--- config.mk ---
export PLATFORM = sky130hd
export DESIGN_NAME = dma_xfer_engine
export DESIGN_NICKNAME = d
export VERILOG_FILES = /design/src/rtl/dma_eng_pkg.sv /design/src/rtl/dma_prio_arb.sv /design/src/rtl/dma_addr_step.sv /design/src/rtl/dma_status_track.sv /design/src/rtl/dma_xfer_engine.sv
export SDC_FILE = /design/constraint.sdc
export NUM_CORES = 1
export LEC_CHECK = 0
export BUFFER_PORTS_ARGS = -buffer_cell sky130_fd_sc_hd__buf_2
export CORE_ASPECT_RATIO = 0.5
export CORE_UTILIZATION = 40
export CTS_CLUSTER_SIZE = 12
export DETAILED_ROUTE_END_ITERATION = 12
export MAX_ROUTING_LAYER = met4
export PLACE_DENSITY_LB_ADDON = 0.05
export SLEW_MARGIN = 25
export SYNTH_ARGS = -nofsm -noshare
export SYNTH_HDL_FRONTEND = slang
export SYNTH_SLANG_ARGS = --single-unit
--- constraint.sdc ---
create_clock -name clk -period 4.2 [get_ports clk]
set_input_delay 0.21 -clock clk [delete_from_list [all_inputs] [get_ports clk]]
set_output_delay 0.21 -clock clk [all_outputs]
set_load 0.01 [all_outputs]
--- src/rtl/dma_eng_pkg.sv ---
package dma_eng_pkg;

  localparam int MODE_W = 6;

  typedef enum logic [1:0] {
    SVC_DEMAND  = 2'd0,
    SVC_SINGLE  = 2'd1,
    SVC_BLOCK   = 2'd2,
    SVC_CASCADE = 2'd3
  } svc_e;

  typedef enum logic [1:0] {
    XT_VERIFY   = 2'd0,
    XT_TO_MEM   = 2'd1,
    XT_FROM_MEM = 2'd2,
    XT_RSVD     = 2'd3
  } xfer_e;

  typedef struct packed {
    svc_e  svc;
    logic  dec;
    logic  reload;
    xfer_e kind;
  } chan_mode_t;

  typedef enum logic [1:0] {
    ST_IDLE  = 2'd0,
    ST_HOLD  = 2'd1,
    ST_BURST = 2'd2,
    ST_REST  = 2'd3
  } eng_state_e;

endpackage

--- src/rtl/dma_prio_arb.sv ---
module dma_prio_arb #(
  parameter int NUM_CH = 4,
  localparam int CH_W = (NUM_CH > 1) ? $clog2(NUM_CH) : 1
) (
  input  logic [NUM_CH-1:0] req_i,
  input  logic [NUM_CH-1:0] mask_i,
  output logic              any_o,
  output logic [CH_W-1:0]   win_o
);

  logic [NUM_CH-1:0] elig;

  assign elig  = req_i & ~mask_i;
  assign any_o = |elig;

  // lowest index wins: scan from the top so the last hit is the lowest
  always_comb begin
    win_o = '0;
    for (int i = NUM_CH - 1; i >= 0; i--) begin
      if (elig[i]) win_o = CH_W'(i);
    end
  end

endmodule

--- src/rtl/dma_addr_step.sv ---
module dma_addr_step #(
  parameter int ADDR_W    = 16,
  parameter int CNT_W     = 16,
  parameter int PAGE_W    = 8,
  parameter int WORD_MODE = 0
) (
  input  logic [ADDR_W-1:0]        addr_i,
  input  logic [CNT_W-1:0]         cnt_i,
  input  logic [PAGE_W-1:0]        page_i,
  input  logic                     dec_i,
  output logic [ADDR_W-1:0]        addr_next_o,
  output logic [CNT_W-1:0]         cnt_next_o,
  output logic                     last_o,
  output logic [PAGE_W+ADDR_W-1:0] phys_o
);

  localparam int PHYS_W = PAGE_W + ADDR_W;

  logic [PHYS_W-1:0] page_part;
  logic [PHYS_W-1:0] offs_part;

  assign page_part = {page_i, {ADDR_W{1'b0}}};

  generate
    if (WORD_MODE != 0) begin : g_word
      assign offs_part = {{(PAGE_W-1){1'b0}}, addr_i, 1'b0};
    end else begin : g_byte
      assign offs_part = {{PAGE_W{1'b0}}, addr_i};
    end
  endgenerate

  assign phys_o      = page_part | offs_part;
  assign addr_next_o = dec_i ? (addr_i - 1'b1) : (addr_i + 1'b1);
  assign cnt_next_o  = cnt_i - 1'b1;
  assign last_o      = (cnt_i == '0);

endmodule

--- src/rtl/dma_status_track.sv ---
module dma_status_track #(
  parameter int NUM_CH = 4,
  localparam int CH_W = (NUM_CH > 1) ? $clog2(NUM_CH) : 1
) (
  input  logic                clk,
  input  logic                rst,
  input  logic [NUM_CH-1:0]   req_i,
  input  logic                tc_set_i,
  input  logic [CH_W-1:0]     tc_ch_i,
  input  logic                tc_clr_i,
  output logic [2*NUM_CH-1:0] status_o
);

  logic [NUM_CH-1:0] tc_q;
  logic [NUM_CH-1:0] pend_q;
  logic [NUM_CH-1:0] tc_hit;

  assign tc_hit = tc_set_i ? (NUM_CH'(1) << tc_ch_i) : '0;

  always_ff @(posedge clk) begin
    if (rst) begin
      tc_q   <= '0;
      pend_q <= '0;
    end else begin
      tc_q   <= (tc_clr_i ? '0 : tc_q) | tc_hit;
      pend_q <= req_i;
    end
  end

  assign status_o = {pend_q, tc_q};

  // without a clear, no terminal-count bit ever falls
  a_r10_tc_sticky: assert property (@(posedge clk) disable iff (rst)
    !tc_clr_i |=> ((tc_q & $past(tc_q)) == $past(tc_q)));

endmodule

--- src/rtl/dma_xfer_engine.sv ---
module dma_xfer_engine
  import dma_eng_pkg::*;
#(
  parameter int NUM_CH    = 4,
  parameter int ADDR_W    = 16,
  parameter int CNT_W     = 16,
  parameter int PAGE_W    = 8,
  parameter int WORD_MODE = 0,
  localparam int CH_W   = (NUM_CH > 1) ? $clog2(NUM_CH) : 1,
  localparam int PHYS_W = PAGE_W + ADDR_W
) (
  input  logic                       clk,
  input  logic                       rst,
  input  logic [NUM_CH-1:0]          req_i,
  input  logic [NUM_CH-1:0]          mask_i,
  input  logic [NUM_CH*MODE_W-1:0]   mode_i,
  input  logic [NUM_CH*ADDR_W-1:0]   cur_addr_i,
  input  logic [NUM_CH*ADDR_W-1:0]   base_addr_i,
  input  logic [NUM_CH*CNT_W-1:0]    cur_cnt_i,
  input  logic [NUM_CH*CNT_W-1:0]    base_cnt_i,
  input  logic [NUM_CH*PAGE_W-1:0]   page_i,
  input  logic                       tc_clr_i,
  input  logic                       hold_ack_i,
  output logic                       hold_req_o,
  output logic [NUM_CH-1:0]          ack_o,
  output logic [PHYS_W-1:0]          mem_addr_o,
  output logic                       mem_stb_o,
  output logic                       mem_wr_o,
  output logic                       mem_rd_o,
  output logic                       tc_o,
  output logic                       wb_valid_o,
  output logic [CH_W-1:0]            wb_ch_o,
  output logic [ADDR_W-1:0]          wb_addr_o,
  output logic [CNT_W-1:0]           wb_cnt_o,
  output logic                       wb_mask_set_o,
  output logic [2*NUM_CH-1:0]        status_o
);

  // ---------------------------------------------------------------
  // per-channel views of the flattened register inputs
  // ---------------------------------------------------------------
  chan_mode_t        mode_a      [NUM_CH];
  logic [ADDR_W-1:0] cur_addr_a  [NUM_CH];
  logic [ADDR_W-1:0] base_addr_a [NUM_CH];
  logic [CNT_W-1:0]  cur_cnt_a   [NUM_CH];
  logic [CNT_W-1:0]  base_cnt_a  [NUM_CH];
  logic [PAGE_W-1:0] page_a      [NUM_CH];

  generate
    for (genvar c = 0; c < NUM_CH; c++) begin : g_chan
      assign mode_a[c]      = mode_i[c*MODE_W +: MODE_W];
      assign cur_addr_a[c]  = cur_addr_i[c*ADDR_W +: ADDR_W];
      assign base_addr_a[c] = base_addr_i[c*ADDR_W +: ADDR_W];
      assign cur_cnt_a[c]   = cur_cnt_i[c*CNT_W +: CNT_W];
      assign base_cnt_a[c]  = base_cnt_i[c*CNT_W +: CNT_W];
      assign page_a[c]      = page_i[c*PAGE_W +: PAGE_W];
    end
  endgenerate

  // ---------------------------------------------------------------
  // arbitration
  // ---------------------------------------------------------------
  logic            any_elig;
  logic [CH_W-1:0] win;

  dma_prio_arb #(.NUM_CH(NUM_CH)) u_arb (
    .req_i  (req_i),
    .mask_i (mask_i),
    .any_o  (any_elig),
    .win_o  (win)
  );

  // ---------------------------------------------------------------
  // engine state and working copy of the granted channel
  // ---------------------------------------------------------------
  eng_state_e        state_q;
  logic [CH_W-1:0]   sel_q;
  logic [ADDR_W-1:0] w_addr_q;
  logic [CNT_W-1:0]  w_cnt_q;

  chan_mode_t        sel_mode;
  logic [PAGE_W-1:0] sel_page;
  logic [ADDR_W-1:0] sel_base_addr;
  logic [CNT_W-1:0]  sel_base_cnt;
  logic [NUM_CH-1:0] sel_oh;

  assign sel_mode      = mode_a[sel_q];
  assign sel_page      = page_a[sel_q];
  assign sel_base_addr = base_addr_a[sel_q];
  assign sel_base_cnt  = base_cnt_a[sel_q];
  assign sel_oh        = NUM_CH'(1) << sel_q;

  logic [ADDR_W-1:0] addr_next;
  logic [CNT_W-1:0]  cnt_next;
  logic              cnt_last;
  logic [PHYS_W-1:0] phys;

  dma_addr_step #(
    .ADDR_W    (ADDR_W),
    .CNT_W     (CNT_W),
    .PAGE_W    (PAGE_W),
    .WORD_MODE (WORD_MODE)
  ) u_step (
    .addr_i      (w_addr_q),
    .cnt_i       (w_cnt_q),
    .page_i      (sel_page),
    .dec_i       (sel_mode.dec),
    .addr_next_o (addr_next),
    .cnt_next_o  (cnt_next),
    .last_o      (cnt_last),
    .phys_o      (phys)
  );

  logic live;
  logic cascade;
  logic tc_evt;

  assign live    = hold_ack_i && req_i[sel_q] && !mask_i[sel_q];
  assign cascade = (sel_mode.svc == SVC_CASCADE);
  assign tc_evt  = (state_q == ST_BURST) && live && !cascade && cnt_last;

  // ---------------------------------------------------------------
  // sequencer with registered outputs
  // ---------------------------------------------------------------
  always_ff @(posedge clk) begin
    if (rst) begin
      state_q       <= ST_IDLE;
      sel_q         <= '0;
      w_addr_q      <= '0;
      w_cnt_q       <= '0;
      hold_req_o    <= 1'b0;
      ack_o         <= '0;
      mem_addr_o    <= '0;
      mem_stb_o     <= 1'b0;
      mem_wr_o      <= 1'b0;
      mem_rd_o      <= 1'b0;
      tc_o          <= 1'b0;
      wb_valid_o    <= 1'b0;
      wb_ch_o       <= '0;
      wb_addr_o     <= '0;
      wb_cnt_o      <= '0;
      wb_mask_set_o <= 1'b0;
    end else begin
      mem_stb_o     <= 1'b0;
      mem_wr_o      <= 1'b0;
      mem_rd_o      <= 1'b0;
      tc_o          <= 1'b0;
      wb_valid_o    <= 1'b0;
      wb_mask_set_o <= 1'b0;

      case (state_q)
        ST_IDLE: begin
          ack_o <= '0;
          if (any_elig) begin
            hold_req_o <= 1'b1;
            state_q    <= ST_HOLD;
          end
        end

        ST_HOLD: begin
          ack_o <= '0;
          if (!any_elig) begin
            hold_req_o <= 1'b0;
            state_q    <= ST_IDLE;
          end else if (hold_ack_i) begin
            sel_q    <= win;
            w_addr_q <= cur_addr_a[win];
            w_cnt_q  <= cur_cnt_a[win];
            state_q  <= ST_BURST;
          end
        end

        ST_BURST: begin
          if (live) begin
            ack_o <= sel_oh;
            if (!cascade) begin
              mem_addr_o <= phys;
              case (sel_mode.kind)
                XT_TO_MEM: begin
                  mem_stb_o <= 1'b1;
                  mem_wr_o  <= 1'b1;
                end
                XT_FROM_MEM: begin
                  mem_stb_o <= 1'b1;
                  mem_rd_o  <= 1'b1;
                end
                default: ;
              endcase
              wb_valid_o <= 1'b1;
              wb_ch_o    <= sel_q;
              if (cnt_last) begin
                tc_o       <= 1'b1;
                hold_req_o <= 1'b0;
                state_q    <= ST_REST;
                if (sel_mode.reload) begin
                  w_addr_q  <= sel_base_addr;
                  w_cnt_q   <= sel_base_cnt;
                  wb_addr_o <= sel_base_addr;
                  wb_cnt_o  <= sel_base_cnt;
                end else begin
                  w_addr_q      <= addr_next;
                  w_cnt_q       <= cnt_next;
                  wb_addr_o     <= addr_next;
                  wb_cnt_o      <= cnt_next;
                  wb_mask_set_o <= 1'b1;
                end
              end else begin
                w_addr_q  <= addr_next;
                w_cnt_q   <= cnt_next;
                wb_addr_o <= addr_next;
                wb_cnt_o  <= cnt_next;
              end
            end
          end else begin
            ack_o <= '0;
            if (any_elig) begin
              state_q <= ST_HOLD;
            end else begin
              hold_req_o <= 1'b0;
              state_q    <= ST_IDLE;
            end
          end
        end

        default: begin
          ack_o   <= '0;
          state_q <= ST_IDLE;
        end
      endcase
    end
  end

  dma_status_track #(.NUM_CH(NUM_CH)) u_status (
    .clk      (clk),
    .rst      (rst),
    .req_i    (req_i),
    .tc_set_i (tc_evt),
    .tc_ch_i  (sel_q),
    .tc_clr_i (tc_clr_i),
    .status_o (status_o)
  );

  // ---------------------------------------------------------------
  // assertions
  // ---------------------------------------------------------------
  // never more than one channel acknowledged
  a_r1_ack_onehot: assert property (@(posedge clk) disable iff (rst)
    $onehot0(ack_o));

  // an acknowledge only follows a cycle with the bus granted
  a_r4_ack_after_grant: assert property (@(posedge clk) disable iff (rst)
    (|ack_o) |-> $past(hold_ack_i));

  // terminal count is only signalled alongside an acknowledge
  a_r5_tc_with_ack: assert property (@(posedge clk) disable iff (rst)
    tc_o |-> (|ack_o));

  // bus and acknowledge released right after terminal count
  a_r7_release_after_tc: assert property (@(posedge clk) disable iff (rst)
    tc_o |=> (!hold_req_o && (ack_o == '0) && !tc_o));

  // a strobe always carries exactly one direction
  a_r8_one_direction: assert property (@(posedge clk) disable iff (rst)
    mem_stb_o |-> (mem_rd_o ^ mem_wr_o));

  // cascade pass-through never writes back
  a_r11_cascade_quiet: assert property (@(posedge clk) disable iff (rst)
    ((state_q == ST_BURST) && cascade) |=> !wb_valid_o);

endmodule

Word level (Yosys, flattened, before mapping)
Cells that the tools add are included.
{"block": "totals", "ff_bits": 113, "latch_bits": 0, "ramBits": 0, "mem_bits_ro": 0, "in_bits": 324, "mem_count": 0}
{"block": "classes", "add_sub_neg": 3, "n_mul": 0, "div_mod_pow": 0, "order_cmp": 3, "n_eq_ne": 13, "shifts": 1, "muxes": 63, "bitwise": 10, "reduce_logical": 21}
{"op": "$mux 16", "n": 21}
{"op": "$bmux 16 s2", "n": 4}
{"op": "$pmux 16 s2", "n": 2}
{"op": "$sub 16x1->16 const B", "n": 2}
{"op": "$or 24x16->24", "n": 1}
{"op": "$mux 2", "n": 10}
{"op": "$add 16x1->16 const B", "n": 1}
{"op": "$bmux 8 s2", "n": 1}
{"op": "$logic_not 16->1", "n": 1}
{"op": "$mux 8", "n": 2}
{"op": "$mux 1", "n": 14}
{"op": "$bmux 6 s2", "n": 1}
{"op": "$mux 6", "n": 2}
{"op": "$ne 2x2->1 const B", "n": 5}
{"op": "$ne 3x3->1 const B", "n": 3}
{"op": "$mux 4", "n": 2}
{"op": "$reduce_and 4->1", "n": 2}
{"op": "$reduce_or 4->1", "n": 2}
{"op": "$eq 2x2->1 const B", "n": 3}
{"op": "$ge 3x3->1 const B", "n": 2}
{"op": "$not 2->3", "n": 2}
{"op": "$pmux 2 s3", "n": 1}
{"op": "$reduce_and 3->1", "n": 2}
{"op": "$logic_and 1x1->1", "n": 5}
{"op": "other kinds (17)", "n": 23}

Logic depth before layout (Yosys ltp)
{"block": "logic_depth", "depth_word": 13, "mapped_depth": 10, "depth_no_buf": 8}

Modules after synthesis
Synthesis repeated with hierarchy kept, for this count alone.
{"block": "unflattened", "cells_unflattened": 778, "area_unflattened_um2": 8039.0}
{"mod": "dma_xfer_engine", "n_inst": 1, "cells_each": 591, "area_per_inst_um2": 6570.1, "seq_area_each_um2": 2102.0}
{"mod": "dma_addr_step", "n_inst": 1, "cells_each": 152, "area_per_inst_um2": 1117.3, "seq_area_each_um2": 0.0}
{"mod": "dma_status_track", "n_inst": 1, "cells_each": 24, "area_per_inst_um2": 259.0, "seq_area_each_um2": 160.2}
{"mod": "dma_prio_arb", "n_inst": 1, "cells_each": 11, "area_per_inst_um2": 92.6, "seq_area_each_um2": 0.0}

Worst setup path before layout
No wires, ideal clock.
{"block": "synth_path", "path_type": "reg-to-reg", "startpoint": "register sel_q[0]", "endpoint": "register w_addr_q[11]", "setup_ns": 0.087, "arrival_time_ns": 2.900, "required_ns": 4.113, "setup_slack_ns": 1.212, "stages_incl_launch_ff": 10, "n_path_buf": 1, "period_less_slack_ns": 2.988, "path_cell_list": "dfxtp_1 -> buf_2 -> mux4_2 -> ha_1 -> o21a_1 -> or2_2 -> a311oi_1 -> xor2_1 -> o211a_1 -> nor4b_2"}
{"block": "synth_via", "elab_chain_cells": 10, "elab_cells_between_ends": 24, "cone_classes": "3 x eq/ne; 16 x mux; 1 x bitwise; 4 x reduce/logical"}
{"item": "start, declared", "line": "dma_xfer_engine.sv:77", "source": "logic [CH_W-1:0] sel_q;"}
{"item": "start signal, assigned", "line": "dma_xfer_engine.sv:166", "source": "sel_q <= win;"}
{"item": "$not 2->3 (not written as such)", "line": "dma_xfer_engine.sv:87, dma_xfer_engine.sv:89"}
{"item": "$bmux 6 s2", "line": "dma_xfer_engine.sv:87", "source": "assign sel_mode = mode_a[sel_q];"}
{"item": "$mux 6 (not written as such) (2 in series)", "line": "dma_xfer_engine.sv:87"}
{"item": "$mux 16", "line": "dma_addr_step.sv:33", "source": "assign addr_next_o = dec_i ? (addr_i - 1'b1) : (addr_i + 1'b1);"}
{"item": "$mux 16", "line": "dma_xfer_engine.sv:195", "source": "if (sel_mode.reload) begin"}
{"item": "$mux 16", "line": "dma_xfer_engine.sv:191", "source": "if (cnt_last) begin"}
{"item": "$mux 16", "line": "dma_xfer_engine.sv:176", "source": "if (!cascade) begin"}
{"item": "$mux 16", "line": "dma_xfer_engine.sv:174", "source": "if (live) begin"}
{"item": "$pmux 16 s2", "line": "dma_xfer_engine.sv:151", "source": "case (state_q)"}
{"item": "end signal, assigned", "line": "dma_xfer_engine.sv:167", "source": "w_addr_q <= cur_addr_a[win];"}
{"item": "end signal, assigned", "line": "dma_xfer_engine.sv:196", "source": "w_addr_q <= sel_base_addr;"}
{"item": "end signal, assigned", "line": "dma_xfer_engine.sv:201", "source": "w_addr_q <= addr_next;"}
{"item": "end, declared", "line": "dma_xfer_engine.sv:78", "source": "logic [ADDR_W-1:0] w_addr_q;"}
Parallel ways exist; a longest one is shown, timed or not. The select of a mux whose other input is x is not followed.
A chain may end at the register's enable or synchronous reset.

Worst setup path in the final report
{"block": "layout_path", "startpoint": "register sel_q[0]", "endpoint": "register w_addr_q[12]"}
Same word-level chain as after synthesis.

==> key figures <==
Outcome
  • Status: completed

Timing
  • Min cycle time layout: around 3.5 ns
  • Fin. max-slew vios: 0
  • Skew final: ~0.0085 ns
  • Max-slew headroom: 33.9%
  • Hold slack final: ~0.04 ns
  • Unrepaired setup endpoints after global routing: false
  • Final hold violation count: 0
  • Final period util: between 80% and 90%
  • Setup_tns: 0 ns
  • Final setup violation count: 0
  • Slew @ Worst Pin: between 0.9 and 1 ns
  • Fmax: between 200 and 300 MHz

Logic synthesis
  • Synth unique cells: 72
  • Post-Syn Area per Cell: about 8.6 µm²
  • Asr flop ratio synth: 0%
  • Synth warn: 0
  • Share of the yosys chip area belonging to registers: between 20 and 30%
  • Cell count after synthesis: 929
  • Yosys reg bits: around 110
  • EDFF count, synth: 0
  • Most used flip-flop cell after synthesis: dfxtp_1
  • Post-synth net total: ~1300
  • Post-synthesis cell area: 8030 µm²

GRT
  • Global Route Usage Sum: 29.7%
  • Number of global-route vias before repair: 8316
  • Largest net degree at the start of global routing: 62
  • GRT overflow: 0
  • Global-route wire length before repair: 45500 µm
  • Initial antenna violation count: 0

Critical path
  • Crit path DAT: ~3.9 ns
  • Critical Setup Path Class: flip-flop to flip-flop
  • Reg-to-Reg Start: sel_q[0]
  • Crit. End Element: flip-flop
  • WP data required: about 4.5 ns
  • FF-to-FF End: w_addr_q[12]
  • CP Launch Type: flip-flop
  • Flop2flop setup slack: a little under 0.7 ns
  • Worst Reg-to-Reg Cells: 8
  • Crit Path Max Fanout: 17

Floorplan
  • Die area: a little over 20000 µm²
  • Initial cell density of the core: 41.1%
  • Number of core rows: 36
  • Die W: 202 µm
  • Num ports: approximately 400
  • Die Y: slightly above 100 µm
  • Core area: between 15000 and 20000 µm²

Pwr
  • Static leakage: 4.72 nW
  • Pwr/cell area: roughly 440 nW/µm²
  • Power share of the sequential group: about 27%
  • Net Sw Power: 1.77 mW
  • Combinational Power Share: 40.6%
  • Internal power: roughly 3.0 mW
  • Clock share of power: about 33%
  • Worst VDD drop: between 0.2 and 0.3 mV
  • Switch share: roughly 37%

Routing
  • Vias: 8773
  • WL per Instance: 19.4 µm
  • Post-route ant nets: 0
  • TritonRoute pass-1 iters: 5
  • DR DRC count: 0
  • Drt total wl: 30400 µm
  • DRT iter0 DRCs: between 500 and 600
  • Vias per cell: about 5.6

Finish
  • # fillers: approximately 1900
  • Ant. Diodes: 0
  • Fin util: 55.3%
  • P&R area growth vs syn: 34.6%
  • Final Cell Area: between 10000 and 15000 µm²
  • Nets: about 1600
  • Share of cells above drive strength 1: about two fifths
  • Most frequent cells in the layout: 399 x buf_2, 162 x nand2_1, 111 x dfxtp_1
  • Commonest non-fill, non-tap cell in the layout: buf_2

Job
  • Max-cap viol count: 0

Place
  • IO buf count: 400
  • HPWL after DPL: 23600 µm
  • RD Place Congestion: around 1
  • Placed cell areas: approximately 10000 µm²

Worst hold path
  • Hold Crit Start: req_i[2]
  • Hold depth: 2
  • Hold EP: u_status.pend_q[2]
  • Hold Path Class: input pin to flip-flop

Clocking
  • Worst-path clk slew: roughly 0.060 ns
  • Sink Count: approximately 110
  • CTS Buffer Depth: 2
  • Hold Buf Count CTS: 0
  • TritonCTS clock tree: done
  • Setup Buffers After CTS: 0
  • Post_cts resized: 0
  • Cts bufs inserted: 17
  • Clk_lat worst skew: between 0.4 and 0.5 ns
  • H-tree depth: 4
  • Root buf cell: clkbuf_16
kinds of logic after synthesis:
group | Yosys count | synth area share [%]
compound gates | 251 | 23.1
xor+xnor | 21 | 2.29
fa+ha+maj | 23 | 3.68
buf+inv | 96 | 5.41
flops | 113 | 28.2
mux | 63 | 15.5
simple gates | 362 | 21.8
power groups by stage:
stage	sequential [mW]	clock, mW	combinational (mW)
2_1_floorplan	1.27	0	1.40
3_3_place_gp	1.30	0	1.89
3_5_place_dp	1.31	0	1.90
4_1_cts	1.28	1.57	1.92
5_1_grt	1.30	1.62	2.12
6_report	1.28	1.55	1.93
critical path, stage by stage (launching register included):
cell       delay, ns
dfxtp_4         0.56
mux4_2          0.78
ha_1            0.44
a21oi_1         0.12
o211ai_1        0.42
nand3_1         0.20
a2111oi_0       0.56
a221oi_2        0.08
a211oi_1        0.25
flip-flops by register name (all words and copies together) (netlist names), 4 cells and up:
register and count:
wb_addr_o 16, ack_o 4, w_addr_q 16, mem_addr_o 24
w_cnt_q 16, wb_cnt_o 16, u_status.pend_q 4, u_status.tc_q 4
how the worst max path moves through the flow:
stage,slack (ns),from,end
floorplan,1.21,sel_q[0],w_addr_q[11]
global placement,0.79,sel_q[0],wb_addr_o[12]
detailed placement,0.66,sel_q[0],w_addr_q[12]
CTS,0.68,sel_q[0],w_addr_q[12]
global route,0.39,sel_q[0],w_addr_q[12]
finish,0.68,sel_q[0],w_addr_q[12]
cell type report:
type                            instances  area (µm²)  share of cell area [%]
Timing Repair Buffer                  417        2140                    19.8
Clock inverter                         13         186                    1.73
Clock buffer                           19         443                    4.10
Sequential cell                       113        2270                    21.0
Tap cell                              266         333                    3.08
Multi-Input combinational cell        720        5360                    49.6
Inverter                               20        75.1                   0.695
per-layer routing:
metal	vias to the layer above	GRT usage, %	part of all wire, %
met5	-	-	0
met4	0	8.50	1.7
met3	32	4.11	5.3
met2	295	48.4	48
met1	4224	38.6	45
li1	4222	-	-
stage by stage:
step | setup WS, ns | power (mW) | cells
floorplan | 1.21 | 2.67 | 929
global placement | 0.794 | 3.19 | 1536
detailed placement | 0.665 | 3.21 | 1536
CTS | 0.682 | 4.77 | 1568
global route | 0.391 | 5.04 | 1568
finish | 0.675 | 4.77 | 1568
synth_stat cells (3+ instances only):
| library cell | instances | area [µm²] |
|---|---|---|
| nor3_1 | 11 | 55.1 |
| a31oi_1 | 5 | 31.3 |
| nand2b_1 | 14 | 87.6 |
| a211o_1 | 5 | 43.8 |
| ha_1 | 22 | 275 |
| and4_1 | 3 | 26.3 |
| a211oi_1 | 45 | 338 |
| nand4b_1 | 3 | 26.3 |
| xor2_1 | 9 | 78.8 |
| or3_1 | 4 | 25.0 |
| and3_1 | 36 | 225 |
| nor2b_1 | 12 | 75.1 |
| mux2i_1 | 11 | 110 |
| a221oi_2 | 3 | 45.0 |
| nand3_1 | 16 | 80.1 |
| o21bai_1 | 4 | 30.0 |
| clkbuf_1 | 43 | 161 |
| a21oi_2 | 3 | 26.3 |
| xnor2_1 | 12 | 105 |
| buf_6 | 4 | 45.0 |
| o21ai_0 | 13 | 65.1 |
| and2_1 | 8 | 50.1 |
| nor2_1 | 65 | 244 |
| a21o_1 | 5 | 37.5 |
| buf_2 | 23 | 115 |
| nand2_1 | 163 | 612 |
| nand4_1 | 6 | 37.5 |
| mux2_2 | 3 | 33.8 |
| buf_4 | 4 | 30.0 |
| inv_1 | 19 | 71.3 |
| a311oi_1 | 26 | 228 |
| dfxtp_1 | 113 | 2260 |
| o21a_1 | 4 | 30.0 |
| and2_0 | 4 | 25.0 |
| a21oi_1 | 65 | 325 |
| a311o_1 | 24 | 240 |
| o211ai_1 | 26 | 195 |
| mux4_2 | 49 | 1100 |
Power figures use the tool's default switching activity.
